===== config.mk =====
export PLATFORM = sky130hd
export DESIGN_NAME = reload_capture_timer
export DESIGN_NICKNAME = d
export VERILOG_FILES = /design/src/rtl/tmr_pkg.sv /design/src/rtl/tmr_pin_edge.sv /design/src/rtl/tmr_prescaler.sv /design/src/rtl/tmr_down_core.sv /design/src/rtl/tmr_irq_flag.sv /design/src/rtl/reload_capture_timer.sv
export SDC_FILE = /design/constraint.sdc
export NUM_CORES = 1
export LEC_CHECK = 0
export CAP_MARGIN = 20
export CORE_ASPECT_RATIO = 0.7
export CORE_MARGIN = 1.5
export CORE_UTILIZATION = 51
export CTS_CLUSTER_SIZE = 8
export DETAILED_ROUTE_END_ITERATION = 10
export PLACE_DENSITY = 0.8
export RECOVER_POWER = 50
export SLEW_MARGIN = 20
export SYNTH_ARGS = -nofsm -noshare
export SYNTH_HDL_FRONTEND = slang
export SYNTH_SLANG_ARGS = --single-unit

===== constraint.sdc =====
create_clock -name clk -period 2.1 [get_ports clk]
set_input_delay 0.315 -clock clk [delete_from_list [all_inputs] [get_ports clk]]
set_output_delay 0.315 -clock clk [all_outputs]
set_load 0.02 [all_outputs]

===== src/rtl/tmr_pkg.sv =====
`timescale 1ns/1ps
package tmr_pkg;
  typedef enum logic [1:0] {
    MODE_TIMER  = 2'b00,
    MODE_PERIOD = 2'b01,
    MODE_EVENT  = 2'b10,
    MODE_PULSE  = 2'b11
  } tmr_mode_e;

  function automatic logic is_measure(input tmr_mode_e m);
    return (m == MODE_PERIOD) || (m == MODE_PULSE);
  endfunction
endpackage


===== src/rtl/tmr_pin_edge.sv =====
`timescale 1ns/1ps
module tmr_pin_edge #(
  parameter int SYNC_STAGES = 2
) (
  input  logic clk,
  input  logic rst_n,
  input  logic pin,
  output logic rise,
  output logic fall
);
  logic [SYNC_STAGES-1:0] sync_q;
  logic                   hist_q;
  logic                   level;

  generate
    if (SYNC_STAGES == 1) begin : g_one
      always_ff @(posedge clk or negedge rst_n) begin
        if (!rst_n) sync_q <= '0;
        else        sync_q <= pin;
      end
    end else begin : g_chain
      always_ff @(posedge clk or negedge rst_n) begin
        if (!rst_n) sync_q <= '0;
        else        sync_q <= {sync_q[SYNC_STAGES-2:0], pin};
      end
    end
  endgenerate

  assign level = sync_q[SYNC_STAGES-1];

  always_ff @(posedge clk or negedge rst_n) begin
    if (!rst_n) hist_q <= 1'b0;
    else        hist_q <= level;
  end

  assign rise = level & ~hist_q;
  assign fall = ~level & hist_q;
endmodule


===== src/rtl/tmr_prescaler.sv =====
`timescale 1ns/1ps
module tmr_prescaler #(
  parameter int DIV = 16
) (
  input  logic clk,
  input  logic rst_n,
  input  logic run,
  input  logic slow_sel,
  input  logic main_tick,
  input  logic sub_tick,
  output logic tick_out
);
  localparam int PRE_W = (DIV > 1) ? $clog2(DIV) : 1;
  localparam logic [PRE_W-1:0] LAST = PRE_W'(DIV - 1);

  logic             src_tick;
  logic [PRE_W-1:0] pre_q;

  assign src_tick = run & (slow_sel ? sub_tick : main_tick);
  assign tick_out = src_tick & (pre_q == LAST);

  always_ff @(posedge clk or negedge rst_n) begin
    if (!rst_n)        pre_q <= '0;
    else if (src_tick) pre_q <= (pre_q == LAST) ? '0 : pre_q + PRE_W'(1);
  end
endmodule


===== src/rtl/tmr_down_core.sv =====
`timescale 1ns/1ps
module tmr_down_core #(
  parameter int CNT_W = 16
) (
  input  logic             clk,
  input  logic             rst_n,
  input  logic             run,
  input  logic             latch_wr,
  input  logic [CNT_W-1:0] latch_wdata,
  input  logic             cnt_pulse,
  input  logic             meas_edge,
  output logic [CNT_W-1:0] count,
  output logic [CNT_W-1:0] capture,
  output logic [CNT_W-1:0] latch_q,
  output logic             uf_evt
);
  function automatic logic [CNT_W-1:0] step_down(input logic [CNT_W-1:0] cur,
                                                 input logic [CNT_W-1:0] rld);
    return (cur == '0) ? rld : cur - CNT_W'(1);
  endfunction

  assign uf_evt = run & cnt_pulse & ~meas_edge & (count == '0);

  always_ff @(posedge clk or negedge rst_n) begin
    if (!rst_n)        latch_q <= '0;
    else if (latch_wr) latch_q <= latch_wdata;
  end

  always_ff @(posedge clk or negedge rst_n) begin
    if (!rst_n) begin
      count   <= '0;
      capture <= '0;
    end else if (!run) begin
      if (latch_wr) count <= latch_wdata;
    end else if (meas_edge) begin
      capture <= count;
      count   <= latch_q;
    end else if (cnt_pulse) begin
      count <= step_down(count, latch_q);
    end
  end
endmodule


===== src/rtl/tmr_irq_flag.sv =====
`timescale 1ns/1ps
module tmr_irq_flag (
  input  logic clk,
  input  logic rst_n,
  input  logic set,
  input  logic clr,
  output logic q
);
  always_ff @(posedge clk or negedge rst_n) begin
    if (!rst_n)   q <= 1'b0;
    else if (set) q <= 1'b1;
    else if (clr) q <= 1'b0;
  end
endmodule


===== src/rtl/reload_capture_timer.sv =====
`timescale 1ns/1ps
module reload_capture_timer #(
  parameter int CNT_W       = 16,
  parameter int PRE_DIV     = 16,
  parameter int SYNC_STAGES = 2
) (
  input  logic             clk,
  input  logic             rst_n,
  input  logic             run,
  input  logic             slow_sel,
  input  logic             main_tick,
  input  logic             sub_tick,
  input  logic             ext_pin,
  input  logic [1:0]       mode,
  input  logic             edge_sel,
  input  logic             latch_wr,
  input  logic [CNT_W-1:0] latch_wdata,
  input  logic             uf_clr,
  input  logic             edge_clr,
  output logic             uf_irq,
  output logic             edge_irq,
  output logic [CNT_W-1:0] count,
  output logic [CNT_W-1:0] capture
);
  import tmr_pkg::*;

  tmr_mode_e        mode_e;
  logic             pin_rise;
  logic             pin_fall;
  logic             sel_edge;
  logic             pre_tick;
  logic             cnt_pulse;
  logic             meas_edge;
  logic             uf_evt;
  logic [CNT_W-1:0] latch_q;

  assign mode_e = tmr_mode_e'(mode);

  tmr_pin_edge #(.SYNC_STAGES(SYNC_STAGES)) u_pin (
    .clk (clk),
    .rst_n (rst_n),
    .pin (ext_pin),
    .rise (pin_rise),
    .fall (pin_fall)
  );

  tmr_prescaler #(.DIV(PRE_DIV)) u_pre (
    .clk (clk),
    .rst_n (rst_n),
    .run (run),
    .slow_sel (slow_sel),
    .main_tick (main_tick),
    .sub_tick (sub_tick),
    .tick_out (pre_tick)
  );

  assign sel_edge  = edge_sel ? pin_fall : pin_rise;
  assign cnt_pulse = (mode_e == MODE_EVENT) ? sel_edge : pre_tick;
  assign meas_edge = run & is_measure(mode_e) &
                     ((mode_e == MODE_PULSE) ? (pin_rise | pin_fall) : sel_edge);

  tmr_down_core #(.CNT_W(CNT_W)) u_core (
    .clk (clk),
    .rst_n (rst_n),
    .run (run),
    .latch_wr (latch_wr),
    .latch_wdata (latch_wdata),
    .cnt_pulse (cnt_pulse),
    .meas_edge (meas_edge),
    .count (count),
    .capture (capture),
    .latch_q (latch_q),
    .uf_evt (uf_evt)
  );

  tmr_irq_flag u_uf_flag (
    .clk (clk),
    .rst_n (rst_n),
    .set (uf_evt),
    .clr (uf_clr),
    .q (uf_irq)
  );

  tmr_irq_flag u_edge_flag (
    .clk (clk),
    .rst_n (rst_n),
    .set (meas_edge),
    .clr (edge_clr),
    .q (edge_irq)
  );
endmodule


# After elaboration in Yosys (flattened, before gate mapping)
# Cells that the tools add are included.
# word_totals
input_bits	29
mem_bits_ro	0
mem_bits_rw	0
memories	0
output_inout_bits	34
wordCells	49
latchBits	0
reg_bits	57
# op_classes
n_shift	0
multipliers	0
magnitude_cmp	0
reduce_logical	7
bitwise_logic	13
add_sub_neg	2
n_eq_ne	5
mux	14
div_mod_pow	0
# op_table
cell	count
2-to-1 mux 16 bit	5
zero test 16 bit	1
subtractor 16 x 1 -> 16 bit (second input constant)	1
AND 1 bit	9
2-to-1 mux 1 bit	8
nonzero test 2 bit	3
adder 4 x 1 -> 4 bit (second input constant)	1
== test 2 bit (second input constant)	2
== test 4 bit (second input constant)	1
2-to-1 mux 4 bit	1
AND reduction 2 bit	2
!= test 3 x 1 -> 1 bit (second input constant)	1
inverter 1 bit	3
== test 2 x 1 -> 1 bit (second input constant)	1
logical OR 1 bit	1
bitwise OR 1 bit	1

# Logic depth before layout (Yosys ltp)
# Gate-level depths: netlist of run 1.
# logic_depth
depth_word	9
ltp_mapped	8
mapped_depth_nobuf	7

# Cells and area by module
# Synthesis of run 1 repeated with hierarchy kept, for this count alone.
# unflattened
cells_unflattened	255
hier_area_um2	2812.7
# modules_own_cells
mod	cells_per_inst	area_each_um2	n_inst	seq_area_each_um2
tmr_down_core	217	2377.3	1	1201.2
tmr_prescaler	20	219.0	1	100.1
tmr_pin_edge	5	90.1	1	75.1
tmr_irq_flag	3	36.3	2	25.0
reload_capture_timer	7	53.8	1	0.0

# Worst setup path before layout of run 1
# No wires, ideal clock.
# synth_path
path_type	flip-flop to flip-flop
from	reg u_core.count[0]
to	reg u_core.count[14]
t_required_ps	1974
t_arrival_ps	1859
n_path_buf	0
setup_ps	126
period_less_slack_ps	1985
slack_ps	115
path_stages_with_launch	8
cell_sequence	dfrtp_1 -> inv_1 -> ha_1 -> nor4b_2 -> nand4_1 -> xor2_1 -> mux2i_1 -> a221o_1
# synth_between
elab_chain_len	5
elab_cells_between_ends	6
classes_between	add/sub (1); mux (4); reduce/logical (1)
# synth_rtl
element	line_no	rtl
start, declared	tmr_down_core.sv:12	output logic [CNT_W-1:0] count,
start signal, assigned	tmr_down_core.sv:34	if (latch_wr) count <= latch_wdata;
start signal, assigned	tmr_down_core.sv:37	count <= latch_q;
start signal, assigned	tmr_down_core.sv:39	count <= step_down(count, latch_q);
subtractor 16 x 1 -> 16 bit or zero test 16 bit (tied branches)	tmr_down_core.sv:19	return (cur == '0) ? rld : cur - CNT_W'(1);
2-to-1 mux 16 bit (*)	tmr_down_core.sv:19	
2-to-1 mux 16 bit (*)	tmr_down_core.sv:38	end else if (cnt_pulse) begin
2-to-1 mux 16 bit (*)	tmr_down_core.sv:35	end else if (meas_edge) begin
2-to-1 mux 16 bit (*)	tmr_down_core.sv:33	end else if (!run) begin
# Every way passes the cells marked *; elsewhere a longest branch is shown, timed or not. The select of a mux whose other input is x is not followed.
# A chain may end at the register's enable or synchronous reset.

# Worst setup path in the final report of run 1
# layout_path
from	reg u_pin.sync_q[1]
to	reg u_core.count[15]
# layout_between
elab_chain_len	7
elab_cells_between_ends	12
classes_between	eq/ne (1); mux (5); bitwise (5); reduce/logical (1)
# layout_rtl
element	line_no	rtl
start, declared	tmr_pin_edge.sv:11	logic [SYNC_STAGES-1:0] sync_q;
start signal, assigned	tmr_pin_edge.sv:24	else sync_q <= {sync_q[SYNC_STAGES-2:0], pin};
inverter 1 bit	tmr_pin_edge.sv:37	assign fall = ~level & hist_q;
AND 1 bit	tmr_pin_edge.sv:37	
2-to-1 mux 1 bit or bitwise OR 1 bit (tied branches)	reload_capture_timer.sv:57, reload_capture_timer.sv:60	
2-to-1 mux 1 bit	reload_capture_timer.sv:60	((mode_e == MODE_PULSE) ? (pin_rise | pin_fall) : sel_edge);
AND 1 bit	reload_capture_timer.sv:59	assign meas_edge = run & is_measure(mode_e) &
!= test 3 x 1 -> 1 bit (no line) or 2-to-1 mux 16 bit (tied branches)	--	
AND reduction 2 bit (no line) or 2-to-1 mux 16 bit (tied branches)	--	
# Parallel ways exist; a longest one is shown, timed or not.

==> flow_metrics.py, run 1 <==
metrics = {
    "drt": {
        "routed_wirelength_microns": 8183,
        "drcViolationCount": 0,
        "dr_wl_met3_microns": 576,
        "avgViaCountPerCell": 5.672,
        "num_vias": 2728,
        "wire_per_inst_microns": 17.01,
        "detail_route.iter0.violations": 299,
        "drtPass1Iterations": 5,
        "top_layer_used": "met4",
        "dr_wl_met2_microns": 3705,
        "antenna_left": 0,
        "drt-met1-wl_microns": 3700,
    },
    "yosys": {
        "yosys.cell_types.count": 48,
        "ys_warn_count": 0,
        "ys_async_sr_fraction_pct": 100.0,
        "synthTopCellsByArea": "dfrtp_1 48%, nand2_1 8.0%, mux2_2 7.5%",
        "netlist.area_leader.share_pct": 47.62,
        "yosys.area.top_type": "dfrtp_1",
        "syn_area_sq_mm": 0.002995,
        "yosysSeqAreaShare_pct": 47.62,
        "syn_nets": 339,
        "ys_ff_latch": 57,
        "syn_avg_cell_area_sq_um": 9.821,
        "synth_ff_type": "dfrtp_1",
        "synth_most_common_cell": "nand2_1",
        "synth_common_cells": "64 x nand2_1, 57 x dfrtp_1, 20 x mux2_2, 20 x o21ai_0, 14 x nor2_1",
        "synth_edf_count": 0,
        "synthCells": 305,
    },
    "timing": {
        "rsz0062_at_grt": "true",
        "fin_ws_ns": 0.03661,
        "setup_viol": 0,
        "fin_crit_ns": 2.063,
        "fin_hold_ws_ns": 0.3575,
        "relSlewSlack_pct": 4.143,
        "worst_pin_slew_ns": 1.438,
        "skew_ns": 0.01020,
        "fmax_mhz": 484.6,
        "finalHoldViolCount": 0,
        "slew_viol_final": 0,
        "period_share_pct": 98.26,
    },
    "critical_path": {
        "cpMaxStageDelayCell": "dfrtp_1",
        "path_cells": "ha_2 > mux2_4 > o2111ai_4 > buf_6 > o21a_4 > nand3_2 > a221o_1",
        "path_max_fanout": 6,
        "cp.arrival_ns": 2.30,
        "crit_type": "flip-flop to flip-flop",
        "regToRegStartpoint": "u_pin.sync_q[1]",
        "critical_path_required_ns": 2.33,
        "crit_path_end_kind": "flip-flop",
        "critPathLaunchType": "flip-flop",
        "worstSetupStartpoint": "u_pin.sync_q[1]",
        "max_stage_delay_ns": 0.41,
    },
    "clocking": {
        "cts_tree": "yes",
        "clock-sinks": 57,
        "clk_latency_ns": 0.35,
        "numCtsBuffers": 9,
        "cts_max_level": 3,
        "clockBufferDepth": 2,
        "ctsRootBufferMaster": "clkbuf_8",
        "clkTransAtPathRegs_ns": 0.07,
    },
    "power": {
        "power_w": 0.003744,
        "cellPowerDensity_mw_per_mm2": 895.5,
        "p_int_w": 0.002462,
        "p_seq_share_pct": 39.4,
        "max-vdd-ir-drop_uv": 547.0,
        "leakage_nw": 1.848,
        "pwr-share-clk_pct": 27.2,
        "p_sw_w": 0.001282,
        "p_sw_share_pct": 34.25,
        "combPwrFrac_pct": 33.4,
    },
    "floorplan": {
        "dieArea_sq_mm": 0.006350,
        "initial_core_util_pct": 52.57,
        "core_area_sq_mm": 0.005698,
        "fp.dieH_microns": 67.12,
        "io_pins": 63,
        "chipWidth_microns": 94.60,
        "num_rows": 23,
    },
    "global_routing": {
        "grt_antenna_before_repair": 0,
        "grt_pass1_wl_microns": 12940,
        "grtUsageTotal_pct": 27.44,
        "first_global_vias": 2693,
        "grt-ovfl-total": 0,
        "grt_max_degree": 38,
    },
    "place": {
        "gp_congestion": 0.8989,
        "dp_hpwl_microns": 5663,
        "preCtsSetupSlack_ns": -0.2161,
        "place_area_sq_mm": 0.003902,
        "port_buffers": 62,
    },
    "hold_path": {
        "hold_start": "u_pin.sync_q[0]",
        "min_path_type": "flip-flop to flip-flop",
    },
    "finish": {
        "final_nets": 435,
        "fin_area_sq_mm": 0.004180,
        "antenna_cells": 0,
        "drive_gt1_share_pct": 22.91,
        "seq_area_sq_mm": 0.001426,
        "syn2layout_area_growth_pct": 39.56,
        "fillers": 404,
        "multi_input_area_sq_mm": 0.001479,
    },
    "flow_run": {
        "max-cap-violations": 0,
    },
    "status": {
        "status": "complete, no violations",
    },
}
-- path summary, 6_finish.rpt --
kind	cells past startpoint	endpoint	slack [ns]
worst max-delay path	7	u_core.count[15]	0.04
worst min-delay path	0	u_pin.sync_q[1]	0.36
worst max register to register	7	u_core.count[15]	0.04
worst min register to register	0	u_pin.sync_q[1]	0.36
max in group asynchronous	3	u_core.latch_q[9]	0.32
min in group asynchronous	2	u_uf_flag.q	0.83
-- worst max-delay path, delay by kind of cell (launching register included) --
| family | cells | cell delay, ns |
|---|---|---|
| adder cells (fa/ha/maj) | 1 | 0.19 |
| multiplexers | 1 | 0.30 |
| AND/OR/NAND/NOR | 1 | 0.08 |
| flip-flops | 1 | 0.41 |
| AO/OA/AOI/OAI | 3 | 0.82 |
| buffers and inverters | 1 | 0.15 |
-- cell type report --
type / count / area share [%]
sequential: 57 / 34.12
clock inverter: 7 / 1.706
timing repair buffer: 102 / 22.51
clock buffer: 9 / 2.963
inverter: 12 / 1.078
multi-input combinational: 219 / 35.38
tap: 75 / 2.245
-- power groups by stage --
| stage | sequential, W | clock, W | combinational [W] |
|---|---|---|---|
| floorplan | 0.00164 | 0 | 0.000474 |
| global placement | 0.00147 | 0 | 0.00119 |
| detailed placement | 0.00149 | 0 | 0.00122 |
| CTS | 0.00147 | 0.00103 | 0.00123 |
| global route | 0.00151 | 0.00108 | 0.00136 |
| finish | 0.00148 | 0.00102 | 0.00125 |
-- repair_timing --
action | 4_1_cts | 5_1_grt
hold endpoints to repair | 20 | 0
buffers inserted | 0 | 5
hold buffers | 1 | 0
setup endpoints to repair | 0 | 11
resized for setup | 0 | 15
-- cell usage in the layout, fill, tap and decap left out, drive strengths merged, types with 8 or more instances in the layout --
cell type      netlist  routed
mux2                21      21
nor2                14      14
nand2               64      64
o21ai               26      26
a21oi                8       8
clkbuf               5      11
xnor2                8       8
clkdlybuf4s50        0      59
buf                 12      38
dfrtp               57      57
inv                 12      12
-- per-layer routing --
layer	global-route usage, %	vias to the layer above
met5	0	-
met4	7.836	0
met3	8.105	28
met2	43.57	134
met1	36.61	1303
li1	-	1263
-- cells by family after synthesis --
logic type	after synthesis	share of synthesized area, %
flops	57	47.62
compound gates	65	14.41
buf+inv	29	4.260
mux	28	10.36
xor+xnor	11	3.217
fa+ha+maj	5	2.089
simple gates	110	18.05
-- flip-flops by register name, summed over array words and instances (netlist names) --
signal          count
u_core.count       16
u_edge_flag.q       1
u_core.latch_q     16
u_uf_flag.q         1
u_core.capture     16
u_pin.sync_q        2
u_pre.pre_q         4
u_pin.hist_q        1
-- through the flow --
| step | TNS, ns | instances | utilization, % |
|---|---|---|---|
| after global routing | -0.3206 | 481 | 73.36 |
| after detailed placement | -2.012 | 459 | 68.49 |
| after CTS | 0 | 476 | 72.09 |
| after floorplan | 0 | 305 | - |
| final | 0 | 481 | 73.36 |
| after global placement | -0.4350 | 459 | 68.49 |
No activity file was read; power rests on OpenSTA's default activity.
==> run 2, diff against run 1 <==
--- a/config.mk
+++ b/config.mk
@@ -11,6 +11,7 @@
 export CORE_UTILIZATION = 51
 export CTS_CLUSTER_SIZE = 8
 export DETAILED_ROUTE_END_ITERATION = 10
+export GPL_ROUTABILITY_DRIVEN = 1
 export PLACE_DENSITY = 0.8
 export RECOVER_POWER = 50
 export SLEW_MARGIN = 20
==> results of run 2 <==
Final layout, timing and power as in run 1 (identical DEF).
==> run 3, diff against run 2 <==
--- a/config.mk
+++ b/config.mk
@@ -8,13 +8,15 @@
 export CAP_MARGIN = 20
 export CORE_ASPECT_RATIO = 0.7
 export CORE_MARGIN = 1.5
-export CORE_UTILIZATION = 51
+export CORE_UTILIZATION = 50
 export CTS_CLUSTER_SIZE = 8
 export DETAILED_ROUTE_END_ITERATION = 10
 export GPL_ROUTABILITY_DRIVEN = 1
-export PLACE_DENSITY = 0.8
+export PLACE_DENSITY = 0.79
 export RECOVER_POWER = 50
 export SLEW_MARGIN = 20
 export SYNTH_ARGS = -nofsm -noshare
 export SYNTH_HDL_FRONTEND = slang
+export SYNTH_HIERARCHICAL = 1
 export SYNTH_SLANG_ARGS = --single-unit
+export TNS_END_PERCENT = 100
==> run 3 against run 2 <==
  * The run now ends with negative setup slack left
  * Global-route usage barely moved
  * Fmax fell by 2.4%
  * Synthesized area shrank 6.1%
  * Register-to-register slack got worse by 0.05 ns
  * Clock skew down 0.0037 ns
  * Utilization increased by 2.6 points
  * Synthesized cell count decreased by 16%
  * First-iteration DRC count decreased by 13%
  * Via count decreased by 8.7%
  * Critical endpoint is now u_core/count[10]
  * Largest power group unchanged
==> flow_metrics.py, run 3 <==
metrics = {
    "status": {
        "status": "finished with violations",
        "violations": "negative setup slack",
    },
    "place": {
        "placedCellCount": 418,
        "gp_congestion": 0.9296,
        "preCtsSetupSlack_ns": -0.2707,
        "port_buffers": 62,
        "dp_hpwl_microns": 5515,
    },
    "critical_path": {
        "critPathLaunchType": "flip-flop",
        "crit_type": "flip-flop to flip-flop",
        "reg2regPathDepth": 7,
        "rrSetupSlack_ns": -0.01,
        "critical_path_required_ns": 2.32,
        "cp.arrival_ns": 2.34,
        "crit_buf_inv": 1,
        "path_max_fanout": 2,
        "cpMostUsedCell": "or3b_4",
        "crit_path_end_kind": "flip-flop",
        "regToRegStartpoint": "u_core/count[1]",
        "cp_top_family": "simple AND/OR/NAND/NOR gates",
        "cpMaxStageDelayCell": "dfrtp_2",
        "path_cells": "inv_2 > ha_4 > or3b_4 > or3b_4 > or3_4 > xor2_1 > o211ai_2",
        "max_stage_delay_ns": 0.43,
        "r2r_end": "u_core/count[10]",
    },
    "timing": {
        "finalHoldViolCount": 0,
        "fin_ws_ns": -0.01451,
        "rsz0062_at_grt": "true",
        "skew_ns": 0.006506,
        "fin_crit_ns": 2.115,
        "fin_hold_ws_ns": 0.3525,
        "relSlewSlack_pct": 18.23,
        "setup_viol": 1,
        "worst_pin_slew_ns": 1.226,
        "fmax_mhz": 472.9,
        "slew_viol_final": 0,
        "final.setup.tns_ns": -0.01451,
        "period_share_pct": 100.7,
    },
    "floorplan": {
        "dieArea_sq_mm": 0.006091,
        "fp.dieH_microns": 65.75,
        "num_rows": 22,
        "chipWidth_microns": 92.65,
        "initial_core_util_pct": 52.67,
        "core_area_sq_mm": 0.005340,
        "io_pins": 63,
    },
    "yosys": {
        "syn_avg_cell_area_sq_um": 11.03,
        "synthCells": 255,
        "yosys.cell_types.count": 44,
        "syn_area_sq_mm": 0.002813,
        "synth_ff_type": "dfrtp_1",
        "yosysSeqAreaShare_pct": 50.71,
        "ys_async_sr_fraction_pct": 100.0,
        "synth_edf_count": 0,
        "synth_common_cells": "57 x dfrtp_1, 32 x mux2_2, 17 x a21oi_1",
        "ys_warn_count": 6,
        "synth_most_common_cell": "dfrtp_1",
        "syn_nets": 287,
        "netlist.area_leader.share_pct": 50.71,
        "synthTopCellsByArea": "dfrtp_1 51%, mux2_2 13%, a21oi_1 3.0%",
        "yosys.area.top_type": "dfrtp_1",
        "ys_ff_latch": 57,
    },
    "clocking": {
        "ctsRootBufferMaster": "clkbuf_8",
        "clk_latency_ns": 0.34,
        "post_cts_buffers": 0,
        "numCtsBuffers": 9,
        "cts_tree": "yes",
        "clockBufferDepth": 2,
        "cts_max_level": 3,
        "clock-sinks": 57,
        "clkTransAtPathRegs_ns": 0.06,
    },
    "power": {
        "combPwrFrac_pct": 33.6,
        "p_sw_w": 0.001236,
        "p_seq_share_pct": 39.7,
        "power_w": 0.003853,
        "p_int_w": 0.002617,
        "leakage_nw": 1.707,
        "pwr-share-clk_pct": 26.7,
        "cellPowerDensity_mw_per_mm2": 950.2,
        "max-vdd-ir-drop_uv": 458.7,
        "p_sw_share_pct": 32.07,
    },
    "hold_path": {
        "hold_path_end": "u_pin/sync_q[1]",
        "min_path_type": "flip-flop to flip-flop",
        "worstHoldPathCells": 0,
        "hold_start": "u_pin/sync_q[0]",
    },
    "drt": {
        "drtPass1Iterations": 5,
        "routed_wirelength_microns": 7598,
        "avgViaCountPerCell": 5.726,
        "drcViolationCount": 0,
        "wire_per_inst_microns": 17.47,
        "detail_route.iter0.violations": 260,
        "num_vias": 2491,
        "antenna_left": 0,
    },
    "global_routing": {
        "grt-ovfl-total": 0,
        "grt_max_degree": 58,
        "grtUsageTotal_pct": 27.46,
        "grt_pass1_wl_microns": 12420,
        "first_global_vias": 2445,
        "grt_antenna_before_repair": 0,
    },
    "finish": {
        "final_cells": 435,
        "drive_gt1_share_pct": 30.58,
        "mostFrequentLayoutCell": "clkdlybuf4s50_1",
        "most-common-layout-cells": "58 x clkdlybuf4s50_1, 55 x dfrtp_1, 40 x buf_4",
        "final_nets": 390,
        "reg_top3": "u_core/capture: 16 flops, u_core/count: 16 flops, u_core/latch_q: 16 flops",
        "antenna_cells": 0,
        "syn2layout_area_growth_pct": 44.17,
        "fillers": 368,
    },
    "flow_run": {
        "max-cap-violations": 0,
    },
}
## run 3: layer usage
layer,wire length (microns),track usage [%]
met5,0,0
met3,717,6.597
met1,3362,38.97
met4,82,10.42
met2,3435,40.90
## run 3: cell type report
class | count | area (sq um) | area share, %
Clock inverter | 3 | 40.04 | 0.9873
Clock buffer | 13 | 158.9 | 3.919
Tap cell | 72 | 90.09 | 2.222
Multi-Input combinational cell | 176 | 1353 | 33.35
Timing Repair Buffer | 106 | 954.7 | 23.54
Inverter | 8 | 30.03 | 0.7405
Sequential cell | 57 | 1429 | 35.24
## run 3: logic make-up after synthesis
logic type	after synthesis	share of synthesized area [%]
simple gates	70	13.88
compound gates	52	11.74
mux	39	15.30
flops	57	50.71
xor+xnor	12	3.737
fa+ha+maj	3	1.335
buf+inv	22	3.292
## run 3: per-stage QoR
stage | util, % | instance area (sq um)
after floorplan | - | 2815
after global placement | 71.27 | 3806
after detailed placement | 71.27 | 3806
after CTS | 75.23 | 4018
after global routing | 75.94 | 4055
final | 75.94 | 4055
## run 3: worst max-delay path by stage
stage,endpoint,cells after the start,start,slack (ns)
6_report,u_core/count[10],7,u_core/count[1],-0.01
5_1_grt,u_core/count[10],7,u_core/count[1],-0.05
3_3_place_gp,u_core/count[7],11,slow_sel,-0.20
2_1_floorplan,u_core/count[10],8,u_core/count[0],-0.14
4_1_cts,u_core/count[10],7,u_core/count[1],-0.02
3_5_place_dp,u_core/count[7],11,slow_sel,-0.27
## run 3: repair_timing
item                       CTS  global route
hold buffers                 1             0
pin swaps                    0             1
resized for setup            1            13
hold endpoints to repair    57             0
setup endpoints to repair    1            15
## run 3: power groups by stage
stage | logic [W] | clock network, W | registers, W
final | 0.00129 | 0.00103 | 0.00153
after global routing | 0.00138 | 0.00110 | 0.00155
after CTS | 0.00128 | 0.00105 | 0.00152
after detailed placement | 0.00126 | 0 | 0.00154
after global placement | 0.00123 | 0 | 0.00151
after floorplan | 0.000415 | 0 | 0.00172
## run 3: worst register-to-register path, stage by stage (launching register included)
cell and delay [ns]:
dfrtp_2 0.43, inv_2 0.08, ha_4 0.14, or3b_4 0.39
or3b_4 0.39, or3_4 0.33, xor2_1 0.16, o211ai_2 0.08
